**src/rtl/assoc_wb_cache.sv**
```systemverilog
module assoc_wb_cache #(
  parameter int ADDR_W      = 8,
  parameter int SETS        = 4,
  parameter int WAYS        = 2,
  parameter int BLOCK_BYTES = 4,
  parameter int CNT_W       = 16
) (
  input  logic                       clk,
  input  logic                       rst_n,
  input  logic                       req_valid,
  input  logic                       req_write,
  input  logic [ADDR_W-1:0]          req_addr,
  input  logic [7:0]                 req_wdata,
  output logic                       req_done,
  output logic [7:0]                 req_rdata,
  output logic                       mem_rd_req,
  output logic                       mem_wr_req,
  output logic [ADDR_W-1:0]          mem_addr,
  output logic [BLOCK_BYTES*8-1:0]   mem_wdata,
  input  logic [BLOCK_BYTES*8-1:0]   mem_rdata,
  input  logic                       mem_ack,
  output logic [CNT_W-1:0]           hit_count,
  output logic [CNT_W-1:0]           miss_count
);
  localparam int OFF_W = $clog2(BLOCK_BYTES);
  localparam int SET_W = $clog2(SETS);
  localparam int TAG_W = ADDR_W - SET_W - OFF_W;
  localparam int BLK_W = BLOCK_BYTES * 8;
  localparam int WAY_W = (WAYS > 1) ? $clog2(WAYS) : 1;
  localparam int LINES = SETS * WAYS;
  localparam int LI_W  = $clog2(LINES);

  typedef enum logic [1:0] {S_IDLE, S_WB, S_FILL, S_DONE} state_t;

  function automatic logic [LI_W-1:0] li(input logic [SET_W-1:0] s, input logic [WAY_W-1:0] w);
    return LI_W'(32'(s) * WAYS + 32'(w));
  endfunction

  state_t              st;
  logic [ADDR_W-1:0]   a_q;
  logic                w_q;
  logic [7:0]          d_q;
  logic [WAY_W-1:0]    v_q;

  logic [BLK_W-1:0]    data_q  [LINES];
  logic [TAG_W-1:0]    tag_q   [LINES];
  logic [WAY_W-1:0]    age_q   [LINES];
  logic [LINES-1:0]    valid_q;
  logic [LINES-1:0]    dirty_q;

  logic [ADDR_W-1:0]   cur_addr;
  logic [OFF_W-1:0]    cur_off;
  logic [SET_W-1:0]    cur_set;
  logic [TAG_W-1:0]    cur_tag;
  logic                hit;
  logic [WAY_W-1:0]    hit_way;
  logic [WAY_W-1:0]    victim;
  logic                vic_found;
  logic [WAY_W-1:0]    sel_way;
  logic [LI_W-1:0]     sel_l;
  logic [LI_W-1:0]     vic_l;
  logic [LI_W-1:0]     new_l;
  logic                commit_hit;
  logic                wr_now;
  logic [7:0]          wd_now;

  assign cur_addr = (st == S_IDLE) ? req_addr : a_q;
  assign cur_off  = cur_addr[OFF_W-1:0];
  assign cur_set  = cur_addr[OFF_W +: SET_W];
  assign cur_tag  = cur_addr[ADDR_W-1 -: TAG_W];

  always_comb begin
    hit     = 1'b0;
    hit_way = '0;
    for (int w = 0; w < WAYS; w++) begin
      if (!hit && valid_q[li(cur_set, WAY_W'(w))] && tag_q[li(cur_set, WAY_W'(w))] == cur_tag) begin
        hit     = 1'b1;
        hit_way = WAY_W'(w);
      end
    end
  end

  always_comb begin
    vic_found = 1'b0;
    victim    = '0;
    for (int w = 0; w < WAYS; w++) begin
      if (!vic_found && !valid_q[li(cur_set, WAY_W'(w))]) begin
        vic_found = 1'b1;
        victim    = WAY_W'(w);
      end
    end
    if (!vic_found) begin
      for (int w = 0; w < WAYS; w++) begin
        if (age_q[li(cur_set, WAY_W'(w))] == WAY_W'(WAYS - 1)) victim = WAY_W'(w);
      end
    end
  end

  assign sel_way    = (st == S_DONE) ? v_q : hit_way;
  assign sel_l      = li(cur_set, sel_way);
  assign vic_l      = li(cur_set, v_q);
  assign new_l      = li(cur_set, victim);
  assign commit_hit = (st == S_IDLE) && req_valid && hit;
  assign req_done   = commit_hit || (st == S_DONE);
  assign wr_now     = (st == S_IDLE) ? req_write : w_q;
  assign wd_now     = (st == S_IDLE) ? req_wdata : d_q;
  assign req_rdata  = data_q[sel_l][{cur_off, 3'b000} +: 8];

  assign mem_wr_req = (st == S_WB);
  assign mem_rd_req = (st == S_FILL);
  assign mem_addr   = (st == S_WB) ? {tag_q[vic_l], cur_set, OFF_W'(0)}
                                   : {cur_tag, cur_set, OFF_W'(0)};
  assign mem_wdata  = data_q[vic_l];

  always_ff @(posedge clk or negedge rst_n) begin
    if (!rst_n) begin
      st  <= S_IDLE;
      a_q <= '0;
      w_q <= 1'b0;
      d_q <= '0;
      v_q <= '0;
    end else begin
      case (st)
        S_IDLE: if (req_valid && !hit) begin
          a_q <= req_addr;
          w_q <= req_write;
          d_q <= req_wdata;
          v_q <= victim;
          st  <= (valid_q[new_l] && dirty_q[new_l]) ? S_WB : S_FILL;
        end
        S_WB:   if (mem_ack) st <= S_FILL;
        S_FILL: if (mem_ack) st <= S_DONE;
        default: st <= S_IDLE;
      endcase
    end
  end

  always_ff @(posedge clk or negedge rst_n) begin
    if (!rst_n) begin
      valid_q <= '0;
      dirty_q <= '0;
      for (int s = 0; s < SETS; s++)
        for (int w = 0; w < WAYS; w++)
          age_q[li(SET_W'(s), WAY_W'(w))] <= WAY_W'(w);
    end else begin
      if (st == S_FILL && mem_ack) begin
        valid_q[vic_l] <= 1'b1;
        dirty_q[vic_l] <= 1'b0;
      end
      if (req_done) begin
        if (wr_now) dirty_q[sel_l] <= 1'b1;
        for (int w = 0; w < WAYS; w++) begin
          if (WAY_W'(w) == sel_way)
            age_q[li(cur_set, WAY_W'(w))] <= '0;
          else if (age_q[li(cur_set, WAY_W'(w))] < age_q[sel_l])
            age_q[li(cur_set, WAY_W'(w))] <= age_q[li(cur_set, WAY_W'(w))] + 1'b1;
        end
      end
    end
  end

  always_ff @(posedge clk) begin
    if (st == S_FILL && mem_ack) begin
      data_q[vic_l] <= mem_rdata;
      tag_q[vic_l]  <= cur_tag;
    end
    if (req_done && wr_now) data_q[sel_l][{cur_off, 3'b000} +: 8] <= wd_now;
  end

  always_ff @(posedge clk or negedge rst_n) begin
    if (!rst_n) begin
      hit_count  <= '0;
      miss_count <= '0;
    end else begin
      if (commit_hit)     hit_count  <= hit_count + 1'b1;
      if (st == S_DONE)   miss_count <= miss_count + 1'b1;
    end
  end
endmodule

```
**config.mk**
```make
export PLATFORM = sky130hd
export DESIGN_NAME = assoc_wb_cache
export DESIGN_NICKNAME = d
export VERILOG_FILES = /design/src/rtl/assoc_wb_cache.sv
export SDC_FILE = /design/constraint.sdc
export NUM_CORES = 1
export LEC_CHECK = 0
export BUFFER_PORTS_ARGS = -buffer_cell sky130_fd_sc_hd__buf_2
export CORE_ASPECT_RATIO = 2
export CORE_MARGIN = 8
export CORE_UTILIZATION = 38
export DETAILED_ROUTE_END_ITERATION = 7
export SYNTH_ARGS = -nofsm -noshare
export SYNTH_HDL_FRONTEND = slang
export SYNTH_SLANG_ARGS = --single-unit
```
**constraint.sdc**
```tcl
create_clock -name clk -period 10.1 [get_ports clk]
set_clock_uncertainty 0.05 [all_clocks]
set_input_delay 0.505 -clock clk [delete_from_list [all_inputs] [get_ports clk]]
set_output_delay 0.505 -clock clk [all_outputs]
set_load 0.02 [all_outputs]
```
==> summary by stage <==
Run status
The flow ran to the end, and the final reports show no timing, DRC or antenna violations.

Pwr
The maximum resistive drop on vdd is 147 uV. For this design the static power due to leakage is ~7.3 nW. The ratio of total power to cell area is around 340 nW/um^2.

Routing
The detail-routed via count per cell is roughly 6.0. The routed layout has ~12k vias. The routed length per instance is around 28 um. In this run, the number of DRC markers left after iteration 0 of detailed routing was 1,085. After detailed routing, the total wire length is ~57 mm. The first-pass detailed-route iteration total is 6. In this run the remaining antenna-violating nets after routing total 0.

The total DRC errors in the routed layout is 0.

Yosys
Yosys mapped a number of flops with a built-in enable equal to 288. The synthesized design contains around 360 register bits. The proportion of netlist area held by the largest area contributor is 49.3%.

The largest area contributor in the netlist is sky130_fd_sc_hd__edfxtp_1. The post-synthesis instance area is about 18,000 um^2. In the synthesized netlist, the number of instances is between 1k and 1.5k. The leading register cell type out of synthesis is sky130_fd_sc_hd__edfxtp_1. The number of synthesis warnings is 0.

By count the netlist is led by 288 x sky130_fd_sc_hd__edfxtp_1, 213 x sky130_fd_sc_hd__nand2_1, 74 x sky130_fd_sc_hd__nor2_1. The average instance in the mapped netlist occupies about 13 um^2. After synthesis, the netlist uses 66 different library cells. After synthesis, the cell types taking the most area are sky130_fd_sc_hd__edfxtp_1 49%, sky130_fd_sc_hd__dfrtp_1 10%, sky130_fd_sc_hd__mux4_2 7.4%. Counting flops with an async set or reset pin after synthesis yields a share of 20.9%. The most frequent cell after synthesis is sky130_fd_sc_hd__edfxtp_1.

Sequential cells were found to cover between 60 and 70% of the synthesized design area.

Floorplan
The die is roughly 320 um tall. The width of the die is approximately 170 um. The total area inside the core boundary comes to between 40,000 and 50,000 um^2. The die covers 53,700 um^2. The I/O pin count is around 140. Once the floorplan was initialized, standard cells occupied approximately two fifths of the core.

In this run the core area contains ~110 standard-cell rows.

CTS
Gates resized during post-CTS repair numbered 0. The post-CTS setup-driven buffer insertion count is 0. The worst-skew pair later-pin latency is between 0.5 and 0.6 ns. CTS placed an instance of sky130_fd_sc_hd__clkbuf_16 at the clock tree root. The number of clock buffers inserted by TritonCTS is 34.

The H-tree level count is 2. The count of clock tree sinks is 364. The number of buffers on the longest clock path is 3. The CTS tree is yes. The clock transition at the registers of the reported paths is 0.07 ns.

Global routing
The first global-routing pass estimated approximately 84 mm of wire. Entering global routing, the biggest net connects around 70 pins. The number of antenna violations at the first check in global routing was 1. Across every metal layer, demand over resource in global routing totals a little over a fifth. The number of global-route vias before repair was ~13k.

The leftover overflow at the end of global routing is 0.

Critical path
The largest fanout on the critical path is 39. Broken down by cell family, the worst path's largest delay share belongs to compound AO/OA/AOI/OAI gates. At the worst endpoint, the required time is around 9.6 ns. The worst setup path is launched from a register. The critical path data arrival time is slightly above 7 ns.

The most critical setup path has its startpoint at st[1]$_DFFE_PN0P_. The standard cell with the maximum stage delay on the critical path is sky130_fd_sc_hd__a2111oi_0. The critical path goes through inv_1, ha_1, mux2i_4, buf_4, inv_4, mux4_2, xnor2_1, nor4_2, a31o_4, buf_4, mux2_1, a2111oi_0, o32ai_1, buf_2. The nature of the critical path endpoint is an output pin. The class of the most critical setup path is register to output pin.

The cell repeated most along the worst path is sky130_fd_sc_hd__buf_4. For this run, the slowest stage of the critical path takes approximately 0.81 ns. The startpoint of the most critical register-to-register path is st[1]$_DFFE_PN0P_. The number of buffers and inverters on the critical path is 5.

Placement
The routability-driven placement congestion ratio is just over 0.9. Before CTS, the worst setup slack after placement is between 2 and 3 ns. The instance area at placement is ~19,000 um^2. Detailed placement finished with a half-perimeter wire length of around 40 mm.

The cell count after placement is between 1.5k and 2k. Input and output buffers added on the ports amount to 133.

Final layout
The filler cells instantiated in the layout total 4,106. The repair_antennas step left the layout with diodes totalling 0. The final layout net count is ~1.5k. The register area is around 11,000 um^2. From synthesis to final layout, the design area changed by 13.1%.

The share of the core filled with cells is approximately 43%. Summing all non-filler instances in the final layout gives an area of slightly below 20,000 um^2. The final cell count without fillers is just over 2k. The fraction of layout cells with a size suffix above 1 is 22.2%. In the final layout, the multi-input gates occupy roughly 6500 um^2.

STA
Headroom to the max-slew limit came out at 18.2%. Summed over all failing endpoints, the final setup total negative slack is 0 ns. The final hold violation count was 0.

The final count of pins violating max slew is 0. The final critical delay including setup and external delays is 7.69 ns. The final number of setup-violating endpoints is 0. The period utilization is ~76%. The worst-margin pin slew is approximately 1.2 ns.

The final worst-path setup slack is between 2 and 2.5 ns. The maximum achievable frequency is ~130 MHz. Setup repair after global routing left no endpoint under its margin.

Hold path
The worst hold path begins at req_write. In this run the worst hold path is classified as input pin to register.

Flow run
The number of maximum-capacitance constraint violations is 0.
placed cells by master (no fill, tap or decap), types with 4 or more instances in the layout:
| cell | count |
|---|---|
| sky130_fd_sc_hd__mux2i_1 | 69 |
| sky130_fd_sc_hd__nand3b_1 | 4 |
| sky130_fd_sc_hd__o31ai_1 | 34 |
| sky130_fd_sc_hd__a22oi_1 | 31 |
| sky130_fd_sc_hd__o221ai_1 | 8 |
| sky130_fd_sc_hd__edfxtp_1 | 288 |
| sky130_fd_sc_hd__o211ai_1 | 7 |
| sky130_fd_sc_hd__xnor2_1 | 28 |
| sky130_fd_sc_hd__nand4_1 | 11 |
| sky130_fd_sc_hd__clkbuf_16 | 35 |
| sky130_fd_sc_hd__buf_2 | 132 |
| sky130_fd_sc_hd__a22o_1 | 4 |
| sky130_fd_sc_hd__nand2b_1 | 4 |
| sky130_fd_sc_hd__mux2_2 | 26 |
| sky130_fd_sc_hd__a221o_1 | 4 |
| sky130_fd_sc_hd__nand3_1 | 40 |
| sky130_fd_sc_hd__a222oi_1 | 4 |
| sky130_fd_sc_hd__a31oi_1 | 25 |
| sky130_fd_sc_hd__ha_1 | 10 |
| sky130_fd_sc_hd__a21oi_1 | 37 |
| sky130_fd_sc_hd__mux4_2 | 58 |
| sky130_fd_sc_hd__xor2_1 | 10 |
| sky130_fd_sc_hd__dfrtp_1 | 71 |
| sky130_fd_sc_hd__dfstp_2 | 4 |
| sky130_fd_sc_hd__nor3_1 | 8 |
| sky130_fd_sc_hd__nand2_1 | 213 |
| sky130_fd_sc_hd__o21ai_0 | 62 |
| sky130_fd_sc_hd__nor2_1 | 72 |
| sky130_fd_sc_hd__and3_1 | 21 |
| sky130_fd_sc_hd__or2_2 | 11 |
| sky130_fd_sc_hd__inv_1 | 15 |
| sky130_fd_sc_hd__clkinv_1 | 10 |
| sky130_fd_sc_hd__o32ai_1 | 4 |
| sky130_fd_sc_hd__o22ai_1 | 7 |
| sky130_fd_sc_hd__a211oi_1 | 4 |
| sky130_fd_sc_hd__clkinv_2 | 5 |
| sky130_fd_sc_hd__a221oi_1 | 19 |
| sky130_fd_sc_hd__buf_4 | 34 |
| sky130_fd_sc_hd__o2111ai_1 | 4 |
registers in the layout, summed over array words and instances (netlist names):
signal / flops
v_q: 1
tag_q: 32
a_q: 8
d_q: 8
data_q: 256
w_q: 1
valid_q: 8
dirty_q: 8
miss_count: 16
hit_count: 16
age_q: 8
st: 2
layer usage:
layer / share of wire (%) / vias up / track usage (%) / wire length (um)
met2: 53 / 583 / 38.7 / 30300
met5: 0.023 / - / 0 / 13
li1: - / 5420 / - / -
met1: 33 / 6195 / 21.3 / 19000
met4: 7.6 / 2 / 15.1 / 4330
met3: 5.6 / 190 / 2.81 / 3170
through the flow:
step | hold WS (ns) | power [mW]
6_report | 0.165 | 6.81
5_1_grt | 0.160 | 7.12
4_1_cts | 0.144 | 6.84
3_5_place_dp | 0.305 | 5.61
3_3_place_gp | 0.302 | 5.58
2_1_floorplan | 0.159 | 4.24
layout make-up:
cell class	count	area share, %
flip-flops and latches	364	53.3
multi-input cells	885	32.9
repair buffers	167	4.67
clock buffers	37	4.46
well taps	565	3.57
clock inverters	24	0.795
inverters	17	0.334
path summary, 6_finish.rpt:
path                                         endpoint  slack, ns  cells past startpoint
max                                      req_rdata[5]       2.41                     14
min                                   w_q$_DFFE_PN0P_       0.16                      2
max reg2reg                    data_q[7][1]$_DFFE_PP_       3.57                     13
min reg2reg                miss_count[15]$_DFFE_PN0P_       0.42                      1
max in group asynchronous             v_q$_DFFE_PN0P_       8.44                      3
min in group asynchronous      valid_q[2]$_DFFE_PN0P_       0.30                      2
cell families after synthesis:
group / share of synthesized area, %
other: 0.0214
adders and majority gates: 0.713
DFF: 60.2
muxes: 13.4
buffers and inverters: 2.95
AOI/OAI and AO/OA: 10.8
xor gates and xnor gates: 1.90
and+or+nand+nor: 10.1
what timing repair did:
action | in CTS | in global routing
setup endpoints to repair | 0 | 0
endpoints found under the hold margin | 9 | 0
hold buffers | 1 | 0
power by group:
group / total (mW) / leakage (nW) / switching (mW) / internal (mW)
combinational: 3.54 / 3.19 / 2.41 / 1.13
sequential: 2.04 / 3.57 / 0.132 / 1.90
clock: 1.24 / 0.503 / 0.571 / 0.664
worst reg2reg max path, cell delays in order (launching register included):
cell,delay [ns]
sky130_fd_sc_hd__dfrtp_1,0.42
sky130_fd_sc_hd__inv_1,0.13
sky130_fd_sc_hd__ha_1,0.24
sky130_fd_sc_hd__mux2i_4,0.56
sky130_fd_sc_hd__buf_4,0.50
sky130_fd_sc_hd__inv_4,0.35
sky130_fd_sc_hd__mux4_2,0.61
sky130_fd_sc_hd__xnor2_1,0.16
sky130_fd_sc_hd__nor4_2,0.70
sky130_fd_sc_hd__a31oi_4,0.48
sky130_fd_sc_hd__buf_4,0.48
sky130_fd_sc_hd__nor2_1,0.30
sky130_fd_sc_hd__a21oi_1,0.18
sky130_fd_sc_hd__nor2_1,0.95
Power figures use the tool's default switching activity.
